[config.mk]
export PLATFORM = sky130hd
export DESIGN_NAME = rx_page_ring
export DESIGN_NICKNAME = d
export VERILOG_FILES = /design/src/rtl/rpr_pkg.sv /design/src/rtl/rpr_page_step.sv /design/src/rtl/rpr_regs.sv /design/src/rtl/rpr_writer.sv /design/src/rtl/rx_page_ring.sv
export SDC_FILE = /design/constraint.sdc
export NUM_CORES = 1
export LEC_CHECK = 0
export BUFFER_PORTS_ARGS = -buffer_cell sky130_fd_sc_hd__buf_4
export CORE_ASPECT_RATIO = 1.75
export CORE_UTILIZATION = 24
export CTS_CLUSTER_SIZE = 14
export DETAILED_ROUTE_END_ITERATION = 16
export GPL_ROUTABILITY_DRIVEN = 1
export PLACE_DENSITY = 0.44
export SYNTH_ARGS = -nofsm -noshare
export SYNTH_HDL_FRONTEND = slang
export SYNTH_SLANG_ARGS = --single-unit
export TNS_END_PERCENT = 10
[constraint.sdc]
create_clock -name clk -period 4.2 [get_ports clk]
set_input_delay 0 -clock clk [delete_from_list [all_inputs] [get_ports clk]]
set_output_delay 0 -clock clk [all_outputs]
set_load 0.01 [all_outputs]
[src/rtl/rpr_pkg.sv]
package rpr_pkg;
  localparam logic [2:0] RA_START = 3'd0;
  localparam logic [2:0] RA_STOP  = 3'd1;
  localparam logic [2:0] RA_BOUND = 3'd2;
  localparam logic [2:0] RA_CURR  = 3'd3;
  localparam logic [2:0] RA_RSR   = 3'd4;
  localparam logic [2:0] RA_ISR   = 3'd5;
  localparam int HDR_BYTES = 4;
  localparam int LEN_W     = 16;
  localparam logic [7:0] HDR_STATUS_OK = 8'h01;
  typedef enum logic [1:0] {S_IDLE, S_RECV, S_DROP, S_HDR} wr_state_e;
endpackage

[src/rtl/rpr_page_step.sv]
module rpr_page_step #(
  parameter int PAGE_W = 8
) (
  input  logic [PAGE_W-1:0] pg,
  input  logic [PAGE_W-1:0] first_pg,
  input  logic [PAGE_W-1:0] end_pg,
  output logic [PAGE_W-1:0] nxt
);
  localparam logic [PAGE_W-1:0] ONE = 1;
  logic [PAGE_W-1:0] inc;
  assign inc = pg + ONE;
  assign nxt = (inc == end_pg) ? first_pg : inc;
endmodule

[src/rtl/rpr_regs.sv]
module rpr_regs
  import rpr_pkg::*;
#(
  parameter int PAGE_W    = 8,
  parameter int RST_START = 16,
  parameter int RST_STOP  = 32
) (
  input  logic              clk,
  input  logic              rst,
  input  logic              reg_we,
  input  logic [2:0]        reg_addr,
  input  logic [7:0]        reg_wdata,
  output logic [7:0]        reg_rdata,
  input  logic              ev_commit,
  input  logic [PAGE_W-1:0] ev_next,
  input  logic              ev_bad,
  input  logic              ev_missed,
  input  logic              ev_ovw,
  output logic [PAGE_W-1:0] start_pg,
  output logic [PAGE_W-1:0] stop_pg,
  output logic [PAGE_W-1:0] curr_pg,
  output logic [PAGE_W-1:0] bnd_pg,
  output logic              ovw_hold,
  output logic              ring_nonempty
);
  localparam logic [PAGE_W-1:0] START_INIT = PAGE_W'(RST_START);
  localparam logic [PAGE_W-1:0] BND_INIT   = PAGE_W'(RST_STOP - 1);
  localparam logic [PAGE_W-1:0] STOP_INIT  = PAGE_W'(RST_STOP);

  logic [2:0]        rsr_q;
  logic [1:0]        isr_q, isr_clr, isr_set;
  logic [PAGE_W-1:0] bnd_nxt;

  rpr_page_step #(.PAGE_W(PAGE_W)) u_bstep (
    .pg(bnd_pg), .first_pg(start_pg), .end_pg(stop_pg), .nxt(bnd_nxt)
  );

  assign isr_clr  = (reg_we && reg_addr == RA_ISR) ? reg_wdata[1:0] : 2'b00;
  assign isr_set  = {ev_ovw, ev_commit};
  assign ovw_hold = isr_q[1];

  always_ff @(posedge clk) begin
    if (rst) begin
      start_pg      <= START_INIT;
      stop_pg       <= STOP_INIT;
      curr_pg       <= START_INIT;
      bnd_pg        <= BND_INIT;
      rsr_q         <= '0;
      isr_q         <= '0;
      ring_nonempty <= 1'b0;
      reg_rdata     <= '0;
    end else begin
      if (reg_we) begin
        case (reg_addr)
          RA_START: start_pg <= reg_wdata[PAGE_W-1:0];
          RA_STOP:  stop_pg  <= reg_wdata[PAGE_W-1:0];
          RA_BOUND: bnd_pg   <= reg_wdata[PAGE_W-1:0];
          RA_CURR:  curr_pg  <= reg_wdata[PAGE_W-1:0];
          default: ;
        endcase
      end
      if (ev_commit) curr_pg <= ev_next;
      if (ev_commit)                 rsr_q <= 3'b001;
      else if (ev_bad)               rsr_q <= 3'b010;
      else if (ev_missed || ev_ovw)  rsr_q <= 3'b100;
      isr_q         <= (isr_q & ~isr_clr) | isr_set;
      ring_nonempty <= (bnd_nxt != curr_pg);
      case (reg_addr)
        RA_START: reg_rdata <= 8'(start_pg);
        RA_STOP:  reg_rdata <= 8'(stop_pg);
        RA_BOUND: reg_rdata <= 8'(bnd_pg);
        RA_CURR:  reg_rdata <= 8'(curr_pg);
        RA_RSR:   reg_rdata <= {5'd0, rsr_q};
        RA_ISR:   reg_rdata <= {6'd0, isr_q};
        default:  reg_rdata <= '0;
      endcase
    end
  end


  bad_keeps_curr_chk: assert property (@(posedge clk) disable iff (rst)
    (ev_bad && !(reg_we && reg_addr == RA_CURR)) |=> $stable(curr_pg))
    else $error("bad frame moved current page");


  ovw_sets_flag_chk: assert property (@(posedge clk) disable iff (rst)
    ev_ovw |=> isr_q[1])
    else $error("overwrite warning not raised");


  isr_w1c_chk: assert property (@(posedge clk) disable iff (rst)
    (reg_we && reg_addr == RA_ISR && reg_wdata[1] && !ev_ovw) |=> !isr_q[1])
    else $error("overwrite warning not cleared");
endmodule

[src/rtl/rpr_writer.sv]
module rpr_writer
  import rpr_pkg::*;
#(
  parameter int PAGE_W = 8,
  localparam int ADDR_W = PAGE_W + 8
) (
  input  logic              clk,
  input  logic              rst,
  input  logic              rx_valid,
  input  logic              rx_sof,
  input  logic              rx_eof,
  input  logic              rx_good,
  input  logic [7:0]        rx_data,
  input  logic [PAGE_W-1:0] start_pg,
  input  logic [PAGE_W-1:0] stop_pg,
  input  logic [PAGE_W-1:0] curr_pg,
  input  logic [PAGE_W-1:0] bnd_pg,
  input  logic              ovw_hold,
  output logic              ram_we,
  output logic [ADDR_W-1:0] ram_addr,
  output logic [7:0]        ram_wdata,
  output logic              ev_commit,
  output logic [PAGE_W-1:0] ev_next,
  output logic              ev_bad,
  output logic              ev_missed,
  output logic              ev_ovw
);
  wr_state_e         st;
  logic [PAGE_W-1:0] wpage, fpage, pg_c, pg_nxt;
  logic [7:0]        woff, off_c;
  logic [LEN_W-1:0]  count, len_c, len_q;
  logic [1:0]        hidx;
  logic              hit;

  assign pg_c  = (st == S_IDLE) ? curr_pg : wpage;
  assign off_c = (st == S_IDLE) ? 8'(HDR_BYTES) : woff;
  assign len_c = (st == S_IDLE) ? LEN_W'(1) : count + LEN_W'(1);
  assign hit   = (pg_c == bnd_pg);

  rpr_page_step #(.PAGE_W(PAGE_W)) u_wstep (
    .pg(pg_c), .first_pg(start_pg), .end_pg(stop_pg), .nxt(pg_nxt)
  );

  always_ff @(posedge clk) begin
    if (rst) begin
      st        <= S_IDLE;
      wpage     <= '0;
      fpage     <= '0;
      woff      <= '0;
      count     <= '0;
      len_q     <= '0;
      hidx      <= '0;
      ram_we    <= 1'b0;
      ram_addr  <= '0;
      ram_wdata <= '0;
      ev_commit <= 1'b0;
      ev_next   <= '0;
      ev_bad    <= 1'b0;
      ev_missed <= 1'b0;
      ev_ovw    <= 1'b0;
    end else begin
      ram_we    <= 1'b0;
      ev_commit <= 1'b0;
      ev_bad    <= 1'b0;
      ev_missed <= 1'b0;
      ev_ovw    <= 1'b0;
      case (st)
        S_IDLE, S_RECV: begin
          if (rx_valid && (st == S_RECV || rx_sof)) begin
            if (st == S_IDLE && ovw_hold) begin
              ev_missed <= 1'b1;
              if (!rx_eof) st <= S_DROP;
            end else if (hit) begin
              ev_ovw <= 1'b1;
              st     <= rx_eof ? S_IDLE : S_DROP;
            end else begin
              ram_we    <= 1'b1;
              ram_addr  <= {pg_c, off_c};
              ram_wdata <= rx_data;
              count     <= len_c;
              woff      <= off_c + 8'd1;
              wpage     <= (off_c == 8'hFF) ? pg_nxt : pg_c;
              if (st == S_IDLE) fpage <= curr_pg;
              if (rx_eof) begin
                if (rx_good) begin
                  ev_commit <= 1'b1;
                  ev_next   <= pg_nxt;
                  len_q     <= len_c;
                  hidx      <= '0;
                  st        <= S_HDR;
                end else begin
                  ev_bad <= 1'b1;
                  st     <= S_IDLE;
                end
              end else begin
                st <= S_RECV;
              end
            end
          end
        end
        S_DROP: if (rx_valid && rx_eof) st <= S_IDLE;
        S_HDR: begin
          ram_we   <= 1'b1;
          ram_addr <= {fpage, 6'd0, hidx};
          case (hidx)
            2'd0:    ram_wdata <= HDR_STATUS_OK;
            2'd1:    ram_wdata <= 8'(ev_next);
            2'd2:    ram_wdata <= len_q[7:0];
            default: ram_wdata <= len_q[15:8];
          endcase
          hidx <= hidx + 2'd1;
          if (hidx == 2'd3) st <= S_IDLE;
        end
        default: st <= S_IDLE;
      endcase
    end
  end


  ram_page_in_ring_chk: assert property (@(posedge clk) disable iff (rst)
    ram_we |-> (ram_addr[ADDR_W-1:8] >= start_pg && ram_addr[ADDR_W-1:8] < stop_pg))
    else $error("RAM write outside ring");


  drop_no_write_chk: assert property (@(posedge clk) disable iff (rst)
    (st == S_IDLE && rx_valid && rx_sof && ovw_hold) |=> !ram_we)
    else $error("dropped frame wrote RAM");


  hdr_gap_chk: assert property (@(posedge clk) disable iff (rst)
    (st == S_HDR) |-> !(rx_valid && rx_sof))
    else $error("frame started during header write");


  commit_in_ring_chk: assert property (@(posedge clk) disable iff (rst)
    ev_commit |-> (ev_next >= start_pg && ev_next < stop_pg))
    else $error("next page outside ring");
endmodule

[src/rtl/rx_page_ring.sv]
module rx_page_ring #(
  parameter int PAGE_W    = 8,
  parameter int RST_START = 16,
  parameter int RST_STOP  = 32,
  localparam int ADDR_W   = PAGE_W + 8
) (
  input  logic              clk,
  input  logic              rst,
  input  logic              rx_valid,
  input  logic              rx_sof,
  input  logic              rx_eof,
  input  logic              rx_good,
  input  logic [7:0]        rx_data,
  input  logic              reg_we,
  input  logic [2:0]        reg_addr,
  input  logic [7:0]        reg_wdata,
  output logic [7:0]        reg_rdata,
  output logic              ram_we,
  output logic [ADDR_W-1:0] ram_addr,
  output logic [7:0]        ram_wdata,
  output logic              ring_nonempty
);
  logic [PAGE_W-1:0] start_pg, stop_pg, curr_pg, bnd_pg, ev_next;
  logic              ovw_hold, ev_commit, ev_bad, ev_missed, ev_ovw;

  rpr_regs #(.PAGE_W(PAGE_W), .RST_START(RST_START), .RST_STOP(RST_STOP)) u_regs (
    .clk(clk), .rst(rst), .reg_we(reg_we), .reg_addr(reg_addr),
    .reg_wdata(reg_wdata), .reg_rdata(reg_rdata),
    .ev_commit(ev_commit), .ev_next(ev_next), .ev_bad(ev_bad),
    .ev_missed(ev_missed), .ev_ovw(ev_ovw),
    .start_pg(start_pg), .stop_pg(stop_pg), .curr_pg(curr_pg), .bnd_pg(bnd_pg),
    .ovw_hold(ovw_hold), .ring_nonempty(ring_nonempty)
  );

  rpr_writer #(.PAGE_W(PAGE_W)) u_writer (
    .clk(clk), .rst(rst), .rx_valid(rx_valid), .rx_sof(rx_sof),
    .rx_eof(rx_eof), .rx_good(rx_good), .rx_data(rx_data),
    .start_pg(start_pg), .stop_pg(stop_pg), .curr_pg(curr_pg), .bnd_pg(bnd_pg),
    .ovw_hold(ovw_hold), .ram_we(ram_we), .ram_addr(ram_addr),
    .ram_wdata(ram_wdata), .ev_commit(ev_commit), .ev_next(ev_next),
    .ev_bad(ev_bad), .ev_missed(ev_missed), .ev_ovw(ev_ovw)
  );
endmodule

After elaboration in Yosys (flattened, before gate mapping)
Index checks and enable logic that the tools add are counted.
{"block": "totals", "out_inout_bits": 34, "register_bits": 143, "in_bits": 26, "elab_cells": 139}
{"block": "classes", "addsub": 5, "n_eq_ne": 24, "mux": 47, "n_bitwise": 8, "reduce_logical": 30}
{"op": "$mux W8", "n": 11}
{"op": "$mux W16", "n": 4}
{"op": "$pmux W8 S6", "n": 1}
{"op": "$mux W2", "n": 17}
{"op": "$pmux W16 S2", "n": 1}
{"op": "$add A8 B1 Y8 const B", "n": 3}
{"op": "$eq A8 B8 Y1", "n": 3}
{"op": "$pmux W8 S3", "n": 1}
{"op": "$add A16 B1 Y16 const B", "n": 1}
{"op": "$pmux W8 S2", "n": 1}
{"op": "$reduce_and A4 Y1", "n": 3}
{"op": "$reduce_and A6 Y1", "n": 2}
{"op": "$eq A2 B2 Y1 const B", "n": 4}
{"op": "$eq A8 B8 Y1 const B", "n": 1}
{"op": "$mux W1", "n": 8}
{"op": "$ne A2 B2 Y1 const B", "n": 4}
{"op": "$ne A8 B8 Y1", "n": 1}
{"op": "$reduce_and A2 Y1", "n": 4}
{"op": "$reduce_bool A2 Y1", "n": 4}
{"op": "$eq A3 B2 Y1 const B", "n": 2}
{"op": "$eq A3 B3 Y1 const B", "n": 2}
{"op": "$ne A2 B1 Y1 const B", "n": 3}
{"op": "$pmux W2 S3", "n": 1}
{"op": "$reduce_or A3 Y1", "n": 2}
{"op": "other kinds (19)", "n": 30}

Depth between registers and ports, before layout
Gate-level depths: netlist of run 1.
{"block": "logic_depth", "ltp_word": 7, "mapped_depth": 14, "depth_no_buf": 11}

Modules after synthesis
From an unflattened synthesis of run 1, not the netlist that was laid out.
{"block": "hier_totals", "cells_unflattened": 888, "area_unflattened_um2": 7787.5}
{"module": "rpr_writer", "seq_area_each_um2": 1941.9, "cells_each": 593, "instances": 1, "area_per_inst_um2": 4898.4}
{"module": "rpr_regs", "seq_area_each_um2": 920.9, "cells_each": 205, "instances": 1, "area_per_inst_um2": 2103.3}
{"module": "rpr_page_step", "seq_area_each_um2": 0.0, "cells_each": 45, "instances": 2, "area_per_inst_um2": 392.9}

Worst setup path after synthesis of run 1
Ideal clock, no wire load.
{"block": "synth_path", "path_type": "register to register", "from": "register u_regs.bnd_pg[1]", "to": "register u_regs.ring_nonempty", "n_path_buf": 0, "setup_time_ps": 125, "synth_period_minus_slack_ps": 3135, "required_time_ps": 4075, "setup_slack_ps": 1065, "stages_incl_launch_ff": 10, "arrival_time_ps": 3010, "cell_sequence": "dfxtp_1 ha_1 xnor2_1 nand2_1 a2111oi_4 o2111ai_4 or4_1 and3_1 or4_1 o41a_1"}
{"block": "synth_between", "elab_chain_cells": 4}
{"item": "start: declaration", "line": "rpr_regs.sv:22", "source": "output logic [PAGE_W-1:0] bnd_pg,"}
{"item": "start signal: assignment", "line": "rpr_regs.sv:57", "source": "RA_BOUND: bnd_pg <= reg_wdata[PAGE_W-1:0];"}
{"item": "$add A8 B1 Y8 (*)", "line": "rpr_page_step.sv:11", "source": "assign inc = pg + ONE;"}
{"item": "$eq A8 B8 Y1", "line": "rpr_page_step.sv:12", "source": "assign nxt = (inc == end_pg) ? first_pg : inc;"}
{"item": "$mux W8 (*)", "line": "rpr_page_step.sv:12"}
{"item": "$ne A8 B8 Y1 (*)", "line": "rpr_regs.sv:67", "source": "ring_nonempty <= (bnd_nxt != curr_pg);"}
{"item": "end signal: assignment", "line": "rpr_regs.sv:67"}
{"item": "end: declaration", "line": "rpr_regs.sv:24", "source": "output logic ring_nonempty"}
Every way passes the cells marked *; elsewhere a longest branch is shown, timed or not.
A chain may end at the register's enable or synchronous reset.

Final worst setup path of run 1
{"block": "layout_path", "from": "register u_regs.bnd_pg[2]", "to": "register u_regs.ring_nonempty"}
Same word-level chain as after synthesis.

==> impl_metrics.env, run 1 <==
export IMPL_crit_fanout=13
export IMPL_period_share=0.8837
export IMPL_core_area_mm2=0.03095
export IMPL_rsz0062_at_grt="no"
export IMPL_yosysMostFrequentCell="dfxtp_1"
export IMPL_hold_path_depth=4
export IMPL_drc_errors=0
export IMPL_critPathLaunch="u_regs.bnd_pg[2]"
export IMPL_die_h_um=237.3
export IMPL_fp_row_count=85
export IMPL_yosysWarnings=0
export IMPL_fmax_mhz=269.4
export IMPL_place_gp_congestion=0.9469
export IMPL_dp_cells=1345
export IMPL_clock_skew_ps=13.97
export IMPL_switching_share=0.2737
export IMPL_synth_seq_cells=143
export IMPL_report_final_slew_viol_count=0
export IMPL_cts_resized=0
export IMPL_startpoint_type="flop"
export IMPL_grt_pass1_vias=6943
export IMPL_ys_top_cells_by_count="143 x dfxtp_1, 132 x nand2_1, 101 x nor2_1, 89 x a21oi_1, 62 x clkbuf_1"
export IMPL_final_util=0.3005
export IMPL_ys_flop_type="dfxtp_1"
export IMPL_viasPerCell=5.038
export IMPL_seq_area_frac_synth=0.3769
export IMPL_drive_gt1_frac=0.1443
export IMPL_combinationalPowerShare=0.132
export IMPL_ant_nets=0
export IMPL_layout_nets=1034
export IMPL_min_to="u_regs.reg_rdata[0]"
export IMPL_syn_inst=945
export IMPL_start_util=0.2454
export IMPL_clkPwrFrac=0.450
export IMPL_worstPathCellList="nand4_2 -> nor3_1 -> o21ai_1 -> a2111oi_2 -> a21boi_1 -> o21a_1 -> or4b_2 -> o41a_1"
export IMPL_cts_tree="done"
export IMPL_die_w_um=136.5
export IMPL_crit_required_ps=4530
export IMPL_p_leak_nw=3.380
export IMPL_min_from="reg_addr[0]"
export IMPL_power_frac_seq=0.418
export IMPL_reg2regPathDepth=8
export IMPL_grt_overflow=0
export IMPL_io_buffers=59
export IMPL_largest_registers="u_writer.count (16), u_writer.len_q (16), u_writer.ram_addr (16)"
export IMPL_grt_pass1_wl_mm=41.17
export IMPL_syn2layout_area_growth_pct=22.47
export IMPL_antennaDiodeCount=0
export IMPL_final_area_mm2=0.009301
export IMPL_antenna_found_initial=0
export IMPL_end_kind="flop"
export IMPL_cp_arrival_ps=4050
export IMPL_cts_buffer_depth=2
export IMPL_grt_usage=0.1716
export IMPL_drv_cap=0
export IMPL_p_switching_mw=0.9371
export IMPL_clock_sinks=143
export IMPL_setup_viol_count_final=0
export IMPL_cp_slowest_cell="a2111oi_2"
export IMPL_insertion_delay_ps=450
export IMPL_slew_headroom=0.3397
export IMPL_r2r_end="u_regs.ring_nonempty"
export IMPL_worstSetupPathType="flop to flop"
export IMPL_timing_hold_violations_final=0
export IMPL_finalSetupTns_ps=0
export IMPL_path_clk_slew_ps=70
export IMPL_htreeDepth=4
export IMPL_ir_worst_vdd_v=0.0003639
export IMPL_netlist_area_mm2=0.007595
export IMPL_synth_cell_types=65
export IMPL_pwr_density_cell_mw_per_mm2=368.1
export IMPL_yosys_area_top_type_share=0.3769
export IMPL_dr_first_iter_drc_count=382
export IMPL_layout_cells_non_filler=1403
export IMPL_cts_buffers_inserted=17
export IMPL_p_total_mw=3.424
export IMPL_wl_per_cell_um=19.16
export IMPL_synth_edff_count=0
export IMPL_wl_mm=26.88
export IMPL_hp_class="primary input to flop"
export IMPL_ctsRootBufferMaster="clkbuf_16"
export IMPL_r2r_start="u_regs.bnd_pg[2]"
export IMPL_place_hpwl_mm=20.01
export IMPL_place_area_mm2=0.008452
export IMPL_fp_dieArea_mm2=0.03239
export IMPL_tightestPinTransition_ps=986.9
export IMPL_async_flop_share=0
export IMPL_ios=60
export IMPL_drtPass1Iterations=4
export IMPL_syn_nets=980
export IMPL_worst_path_largest_cell_delay_ps=780
export IMPL_post_route_min_period_ps=3712
export IMPL_rrSetupSlack_ps=490
export IMPL_synth_area_leader_cell="dfxtp_1"
export IMPL_status="completed"
export IMPL_synth_area_top_cells="dfxtp_1 38%, nand2_1 6.5%, a21oi_1 5.9%"
export IMPL_grt_max_degree=91
export IMPL_route_vias_total=7069
export IMPL_intPower_mw=2.487
export IMPL_avgSynthCellArea_um2=8.037
[cells in the final DEF (no fill, tap or decap), types with 5 or more instances in the layout]
cell and count:
buf_4 79, a211oi_1 23, nor2_1 101, ha_1 9
nand3_1 35, nor3b_1 5, mux4_2 5, and3_1 13
or3b_2 7, dlygate4sd3_1 26, nor3_1 11, a22oi_1 13
mux2_2 8, nand4_1 11, clkbuf_16 17, a21oi_1 89
a31oi_1 9, and2_1 9, o21ai_0 47, xnor2_1 25
nor2b_1 10, nand2_1 132, nor4_1 12, inv_1 11
o211ai_1 10, a311oi_1 11, dfxtp_1 143, mux2i_1 44
and4_1 8, or3_1 5, xor2_1 12
[critical path, delay by kind of cell, from the launching register on]
kind / cells / cell delay [ps]
compound gates: 5 / 1670
flops: 1 / 650
simple gates: 3 / 1270
[per-stage QoR]
stage	setup slack (ps)	hold WS [ps]
after floorplan	1065	124.0
after global placement	640.6	272.3
after detailed placement	578.3	270.6
after CTS	548.3	114.4
after global routing	289.6	168.0
final	488.4	126.4
[final cells by class]
class / instances / area, um^2
tap: 391 / 489.2
sequential: 143 / 2863
inverter: 12 / 45.04
multi-input combinational: 718 / 4422
fill: 3272 / 21650
timing repair buffer: 107 / 893.4
clock inverter: 11 / 128.9
clock buffer: 21 / 460.4
[layer usage]
layer  share of wire  up-vias  global-route usage
met5               0        -                   0
li1                -     3482                   -
met1            0.38     3415              0.1754
met2            0.55      118              0.3263
met3           0.020       54             0.02517
met4           0.050        0             0.09091
[worst max path at each step]
| stage | endpoint | slack [ps] | depth (start not counted) |
|---|---|---|---|
| detailed placement | u_regs.ring_nonempty | 580 | 9 |
| global placement | u_regs.ring_nonempty | 640 | 9 |
| finish | u_regs.ring_nonempty | 490 | 8 |
| CTS | u_regs.ring_nonempty | 550 | 8 |
| global route | u_regs.ring_nonempty | 290 | 8 |
| floorplan | u_regs.ring_nonempty | 1070 | 9 |
[what timing repair did]
action | CTS | global route
hold buffers | 26 | 0
buffers inserted | 0 | 0
endpoints found under the hold margin | 69 | 0
[logic make-up (layout without fill, tap and decap cells)]
family          after synthesis  in the layout  synth area share
xor+xnor                     37             37           0.04267
fa+ha+maj                     9              9           0.01483
mux                          58             58           0.08814
compound gates              233            233            0.1944
simple gates                381            381            0.2402
buf+inv                      84            151           0.04283
flops                       143            143            0.3769
[power by group through the flow]
stage / Clock, mW / Sequential [mW] / Combinational [mW]
2_1_floorplan: 0 / 1.45 / 0.280
3_3_place_gp: 0 / 1.46 / 0.433
3_5_place_dp: 0 / 1.46 / 0.434
4_1_cts: 1.58 / 1.43 / 0.456
5_1_grt: 1.64 / 1.44 / 0.494
6_report: 1.54 / 1.43 / 0.452
(Power assumes the default switching activity.)
==> run 2: changes to the inputs <==
--- a/config.mk
+++ b/config.mk
@@ -11,7 +11,7 @@
 export CTS_CLUSTER_SIZE = 14
 export DETAILED_ROUTE_END_ITERATION = 16
 export GPL_ROUTABILITY_DRIVEN = 1
-export PLACE_DENSITY = 0.44
+export PLACE_DENSITY = 0.45
 export SYNTH_ARGS = -nofsm -noshare
 export SYNTH_HDL_FRONTEND = slang
 export SYNTH_SLANG_ARGS = --single-unit
==> constraint.sdc (replaced) <==
create_clock -name clk -period 3.05 [get_ports clk]
set_input_delay 0 -clock clk [delete_from_list [all_inputs] [get_ports clk]]
set_output_delay 0 -clock clk [all_outputs]
set_load 0.01 [all_outputs]
==> run 2 against run 1 <==
Compared with the run above:
- the flow now finishes with violations (negative setup slack)
- clock skew is 4.0 ps lower
- via count is 4.8% higher
- combinational power is 72% higher
- wire length is 2.8% higher
- first-iteration DRC count is 0.52% higher
- largest cell class unchanged
==> impl_metrics.env, run 2 (synthesized netlist as in run 1, its figures left out) <==
export IMPL_pwr_density_cell_mw_per_mm2=495.5
export IMPL_drv_cap=0
export IMPL_crit_required_ps=3370
export IMPL_fp_dieArea_mm2=0.03239
export IMPL_wl_per_cell_um=18.51
export IMPL_slew_headroom=0.3460
export IMPL_p_leak_nw=3.914
export IMPL_wl_mm=27.63
export IMPL_drtPass1Iterations=5
export IMPL_worstPathCellList="buf_4 -> nand4_4 -> nor3_2 -> a211o_1 -> a2111o_1 -> or4_1 -> and3_4 -> or4_4 -> o41a_1"
export IMPL_worstSetupPathType="flop to flop"
export IMPL_hp_class="primary input to flop"
export IMPL_core_area_mm2=0.03095
export IMPL_drive_gt1_frac=0.2595
export IMPL_rrSetupSlack_ps=-120
export IMPL_die_w_um=136.5
export IMPL_syn2layout_area_growth_pct=36.26
export IMPL_cts_buffer_depth=2
export IMPL_die_h_um=237.3
export IMPL_post_route_min_period_ps=3169
export IMPL_setup_viol_count_final=1
export IMPL_route_vias_total=7405
export IMPL_final_cell_mix="167 x buf_4, 136 x dfxtp_1, 130 x nand2_1, 101 x nor2_1, 88 x a21oi_1"
export IMPL_tightestPinTransition_ps=981.0
export IMPL_violations="negative setup slack"
export IMPL_gr_usage_met1=0.1803
export IMPL_layout_nets=1124
export IMPL_insertion_delay_ps=440
export IMPL_clock_sinks=143
export IMPL_rsz0062_at_grt="yes"
export IMPL_fp_row_count=85
export IMPL_ios=60
export IMPL_place_hpwl_mm=20.77
export IMPL_hold_path_depth=4
export IMPL_fmax_mhz=315.6
export IMPL_grt_busiest_layer="met2"
export IMPL_layout_commonest_cell="buf_4"
export IMPL_grt_max_degree=88
export IMPL_crit_fanout=4
export IMPL_io_buffers=59
export IMPL_report_final_slew_viol_count=0
export IMPL_hold_ws_ps=128.2
export IMPL_htreeDepth=4
export IMPL_viasPerCell=4.960
export IMPL_cp_arrival_ps=3490
export IMPL_grt_pass1_wl_mm=41.83
export IMPL_min_to="u_regs.reg_rdata[0]"
export IMPL_ant_nets=0
export IMPL_ctsRootBufferMaster="clkbuf_16"
export IMPL_grt_overflow=0
export IMPL_grt_pass1_vias=7259
export IMPL_timing_hold_violations_final=0
export IMPL_worst_path_largest_cell_delay_ps=500
export IMPL_met3_usage=0.02325
export IMPL_largest_registers="u_writer.count (16), u_writer.len_q (16), u_writer.ram_addr (16)"
export IMPL_dr_first_iter_drc_count=384
export IMPL_met2_usage=0.3212
export IMPL_startpoint_type="flop"
export IMPL_path_clk_slew_ps=60
export IMPL_path_buf_inv=1
export IMPL_ir_worst_vdd_v=0.0004325
export IMPL_status="complete, but fails checks"
export IMPL_reg2regPathDepth=9
export IMPL_grt_usage=0.1739
export IMPL_r2r_end="u_regs.ring_nonempty"
export IMPL_fillCellCount=3240
export IMPL_end_kind="flop"
export IMPL_cts_buffers_inserted=17
export IMPL_p_total_mw=5.128
export IMPL_place_gp_congestion=0.9159
export IMPL_setup_slack_ps=-118.9
export IMPL_cp_slowest_cell="or4_4"
export IMPL_clock_skew_ps=9.947
export IMPL_antennaDiodeCount=0
export IMPL_period_share=1.039
export IMPL_start_util=0.2454
export IMPL_cp_top_family="simple AND/OR/NAND/NOR gates"
export IMPL_min_from="reg_addr[0]"
export IMPL_drc_errors=0
export IMPL_cts_tree="done"
export IMPL_antenna_found_initial=0
export IMPL_r2r_start="u_regs.bnd_pg[1]"
-- run 2: metrics by stage --
step	std cells	util	setup slack (ps)	TNS, ps	cell area, um^2
detailed placement	1433	0.2945	-279.7	-6971	9115
CTS	1490	0.3268	-211.1	-211.1	10110
finish	1493	0.3344	-118.9	-118.9	10350
floorplan	945	-	-31.43	-31.43	7599
global route	1493	0.3344	-195.6	-239.5	10350
global placement	1433	0.2945	-252.5	-5382	9115
-- run 2: final cells by class --
| class | instances | area (um^2) | area share |
|---|---|---|---|
| clock inverters | 14 | 229.0 | 0.02213 |
| clock buffers | 18 | 439.2 | 0.04244 |
| well taps | 391 | 489.2 | 0.04727 |
| flip-flops and latches | 143 | 2877 | 0.2780 |
| repair buffers | 197 | 1580 | 0.1527 |
| inverters | 12 | 45.04 | 0.004353 |
| multi-input cells | 718 | 4690 | 0.4531 |
-- run 2: worst max-delay path by stage --
| stage | start | slack (ps) | cells after the start | to |
|---|---|---|---|---|
| 2_1_floorplan | u_regs.bnd_pg[1] | -30 | 9 | u_regs.ring_nonempty |
| 3_3_place_gp | u_writer.st[0] | -250 | 12 | u_writer.ev_next[6] |
| 3_5_place_dp | u_writer.st[0] | -280 | 13 | u_writer.ev_next[3] |
| 4_1_cts | u_regs.bnd_pg[1] | -210 | 10 | u_regs.ring_nonempty |
| 5_1_grt | u_regs.bnd_pg[1] | -200 | 9 | u_regs.ring_nonempty |
| 6_report | u_regs.bnd_pg[1] | -120 | 9 | u_regs.ring_nonempty |
-- run 2: layer usage --
| layer | share of wire | wire, um |
|---|---|---|
| met4 | 0.064 | 1758 |
| met5 | 0 | 0 |
| met1 | 0.37 | 10330 |
| met2 | 0.54 | 14940 |
| met3 | 0.022 | 602 |
-- run 2: worst reg2reg max path, cell delays in order (launching register included) --
cell and delay, ps:
dfxtp_4 370, buf_4 140, nand4_4 100, nor3_2 60, a211o_1 300, a2111o_1 480, or4_1 480, and3_4 180
or4_4 500, o41a_1 440
-- run 2: repair_timing --
action / CTS / global route
resized for setup: 24 / 45
pin swaps: 4 / 19
endpoints found under the setup margin: 52 / 53
hold buffers: 23 / 0
gates cloned: 0 / 0
setup buffers: 2 / 4
endpoints found under the hold margin: 56 / 0
-- run 2: power breakdown --
group / internal [mW] / total, mW / leakage [nW] / switching, mW
Clock: 1.49 / 2.39 / 0.325 / 0.895
Sequential: 1.92 / 1.96 / 1.16 / 0.0472
Combinational: 0.367 / 0.779 / 2.43 / 0.412
==> run 3: changes to the inputs <==
--- a/config.mk
+++ b/config.mk
@@ -7,6 +7,7 @@
 export LEC_CHECK = 0
 export BUFFER_PORTS_ARGS = -buffer_cell sky130_fd_sc_hd__buf_4
 export CORE_ASPECT_RATIO = 1.75
+export CORE_MARGIN = 5
 export CORE_UTILIZATION = 24
 export CTS_CLUSTER_SIZE = 14
 export DETAILED_ROUTE_END_ITERATION = 16
@@ -15,4 +16,4 @@
 export SYNTH_ARGS = -nofsm -noshare
 export SYNTH_HDL_FRONTEND = slang
 export SYNTH_SLANG_ARGS = --single-unit
-export TNS_END_PERCENT = 10
+export TNS_END_PERCENT = 20
==> run 3 against run 2 <==
Compared with the run above:
- highest routed layer unchanged
- worst hold slack lost 110 ps
- largest power group unchanged
- critical path depth is the same
- global-route usage shrank 1.3 points
- via count grew 0.49%
- fmax grew 6.7%
- the flow now finishes without violations
- critical endpoint unchanged
- clock power shrank 12%
- flip-flop and latch count is the same
- non-clock buffer count grew 6
==> impl_metrics.env, run 3 (synthesized netlist as in run 1, its figures left out) <==
export IMPL_status="completed"
export IMPL_cp_top_family="simple AND/OR/NAND/NOR gates"
export IMPL_setup_slack_ps=78.87
export IMPL_grt_max_degree=87
export IMPL_wl_mm=28.00
export IMPL_final_cell_mix="169 x buf_4, 137 x dfxtp_1, 131 x nand2_1, 100 x nor2_1, 88 x a21oi_1"
export IMPL_worst_path_largest_cell_delay_ps=500
export IMPL_grt_overflow=0
export IMPL_period_share=0.9741
export IMPL_die_h_um=245.3
export IMPL_setup_viol_count_final=0
export IMPL_grt_usage=0.1607
export IMPL_io_buffers=59
export IMPL_startpoint_type="flop"
export IMPL_ant_nets=0
export IMPL_p_total_mw=4.850
export IMPL_largest_registers="u_writer.count (16), u_writer.len_q (16), u_writer.ram_addr (16)"
export IMPL_fp_row_count=86
export IMPL_pwr_density_cell_mw_per_mm2=472.3
export IMPL_rsz0062_at_grt="yes"
export IMPL_finalSetupTns_ps=0
export IMPL_place_hpwl_mm=21.25
export IMPL_place_area_mm2=0.009189
export IMPL_end_kind="flop"
export IMPL_layout_commonest_cell="buf_4"
export IMPL_drtPass1Iterations=5
export IMPL_p_leak_nw=3.894
export IMPL_hp_class="primary input to flop"
export IMPL_dr_first_iter_drc_count=338
export IMPL_crit_fanout=4
export IMPL_path_clk_slew_ps=70
export IMPL_cts_buffer_depth=2
export IMPL_clock_sinks=143
export IMPL_crit_required_ps=3380
export IMPL_wl_per_cell_um=18.62
export IMPL_cp_slowest_cell="or4_1"
export IMPL_ctsRootBufferMaster="clkbuf_16"
export IMPL_antennaDiodeCount=0
export IMPL_post_route_min_period_ps=2971
export IMPL_rrSetupSlack_ps=80
export IMPL_die_w_um=144.5
export IMPL_clock_skew_ps=10.84
export IMPL_grt_pass1_vias=7452
export IMPL_start_util=0.2417
export IMPL_worstSetupPathType="flop to flop"
export IMPL_cp_arrival_ps=3300
export IMPL_drv_cap=0
export IMPL_insertion_delay_ps=450
export IMPL_path_buf_inv=1
export IMPL_grt_pass1_wl_mm=43.06
export IMPL_ir_worst_vdd_v=0.0004293
export IMPL_htreeDepth=4
export IMPL_hold_ws_ps=14.60
export IMPL_syn2layout_area_growth_pct=35.19
export IMPL_timing_hold_violations_final=0
export IMPL_path_common_cell="or4_1"
export IMPL_cts_buffers_inserted=17
export IMPL_report_final_slew_viol_count=0
export IMPL_tightestPinTransition_ps=956.9
export IMPL_layout_nets=1130
export IMPL_worstPathCellList="buf_6 -> nand4_4 -> nor3_4 -> a211o_1 -> a2111o_1 -> or4_1 -> and3_1 -> or4_1 -> o41a_1"
export IMPL_place_ws_ps=-74.97
export IMPL_layout_cells_non_filler=1504
export IMPL_viasPerCell=4.947
export IMPL_core_area_mm2=0.03142
export IMPL_slew_headroom=0.3620
export IMPL_dp_cells=1442
export IMPL_fmax_mhz=336.6
export IMPL_route_vias_total=7441
export IMPL_final_area_mm2=0.01027
export IMPL_ios=60
export IMPL_fp_dieArea_mm2=0.03544
export IMPL_drive_gt1_frac=0.2500
export IMPL_drc_errors=0
export IMPL_place_gp_congestion=0.8970
export IMPL_final_util=0.3268
export IMPL_antenna_found_initial=0
export IMPL_cts_tree="done"
## run 3: layout make-up
cell class                      instances  area (um^2)
Tap cell                              396        495.5
Multi-Input combinational cell        718         4599
Timing Repair Buffer                  203         1667
Inverter                               12        45.04
Clock buffer                           18        439.2
Fill cell                            3366        21150
Sequential cell                       143         2873
Clock inverter                         14        148.9
## run 3: final timing paths
kind / start / end / cells after the start
max reg2reg: u_regs.bnd_pg[0] / u_regs.ring_nonempty / 9
max: u_regs.bnd_pg[0] / u_regs.ring_nonempty / 9
min reg2reg: u_writer.ram_addr[5] / u_writer.ram_addr[5] / 2
min: reg_addr[1] / u_regs.reg_rdata[0] / 3
## run 3: power breakdown
| part | internal (mW) | switching (mW) | total (mW) |
|---|---|---|---|
| logic | 0.369 | 0.412 | 0.781 |
| registers | 1.92 | 0.0470 | 1.96 |
| clock network | 1.17 | 0.932 | 2.11 |
## run 3: what timing repair did
action                                 4_1_cts  5_1_grt
pin swaps                                   15        5
resized for setup                           30       20
setup endpoints to repair                    4       62
setup buffers                                6        1
cloned                                       0        0
hold buffers                                23        0
endpoints found under the hold margin       55        0
## run 3: layer usage
layer	track usage	wire length [um]	share of wire
met2	0.2992	15360	0.55
met1	0.1668	10440	0.37
met4	0.09226	1508	0.054
met5	0	0	0
met3	0.02316	686	0.024
## run 3: worst register-to-register path: stages, from the launching register on
cell	delay (ps)
dfxtp_2	340
buf_6	130
nand4_4	120
nor3_4	60
a211o_1	330
a2111o_1	420
or4_1	470
and3_1	190
or4_1	500
o41a_1	310
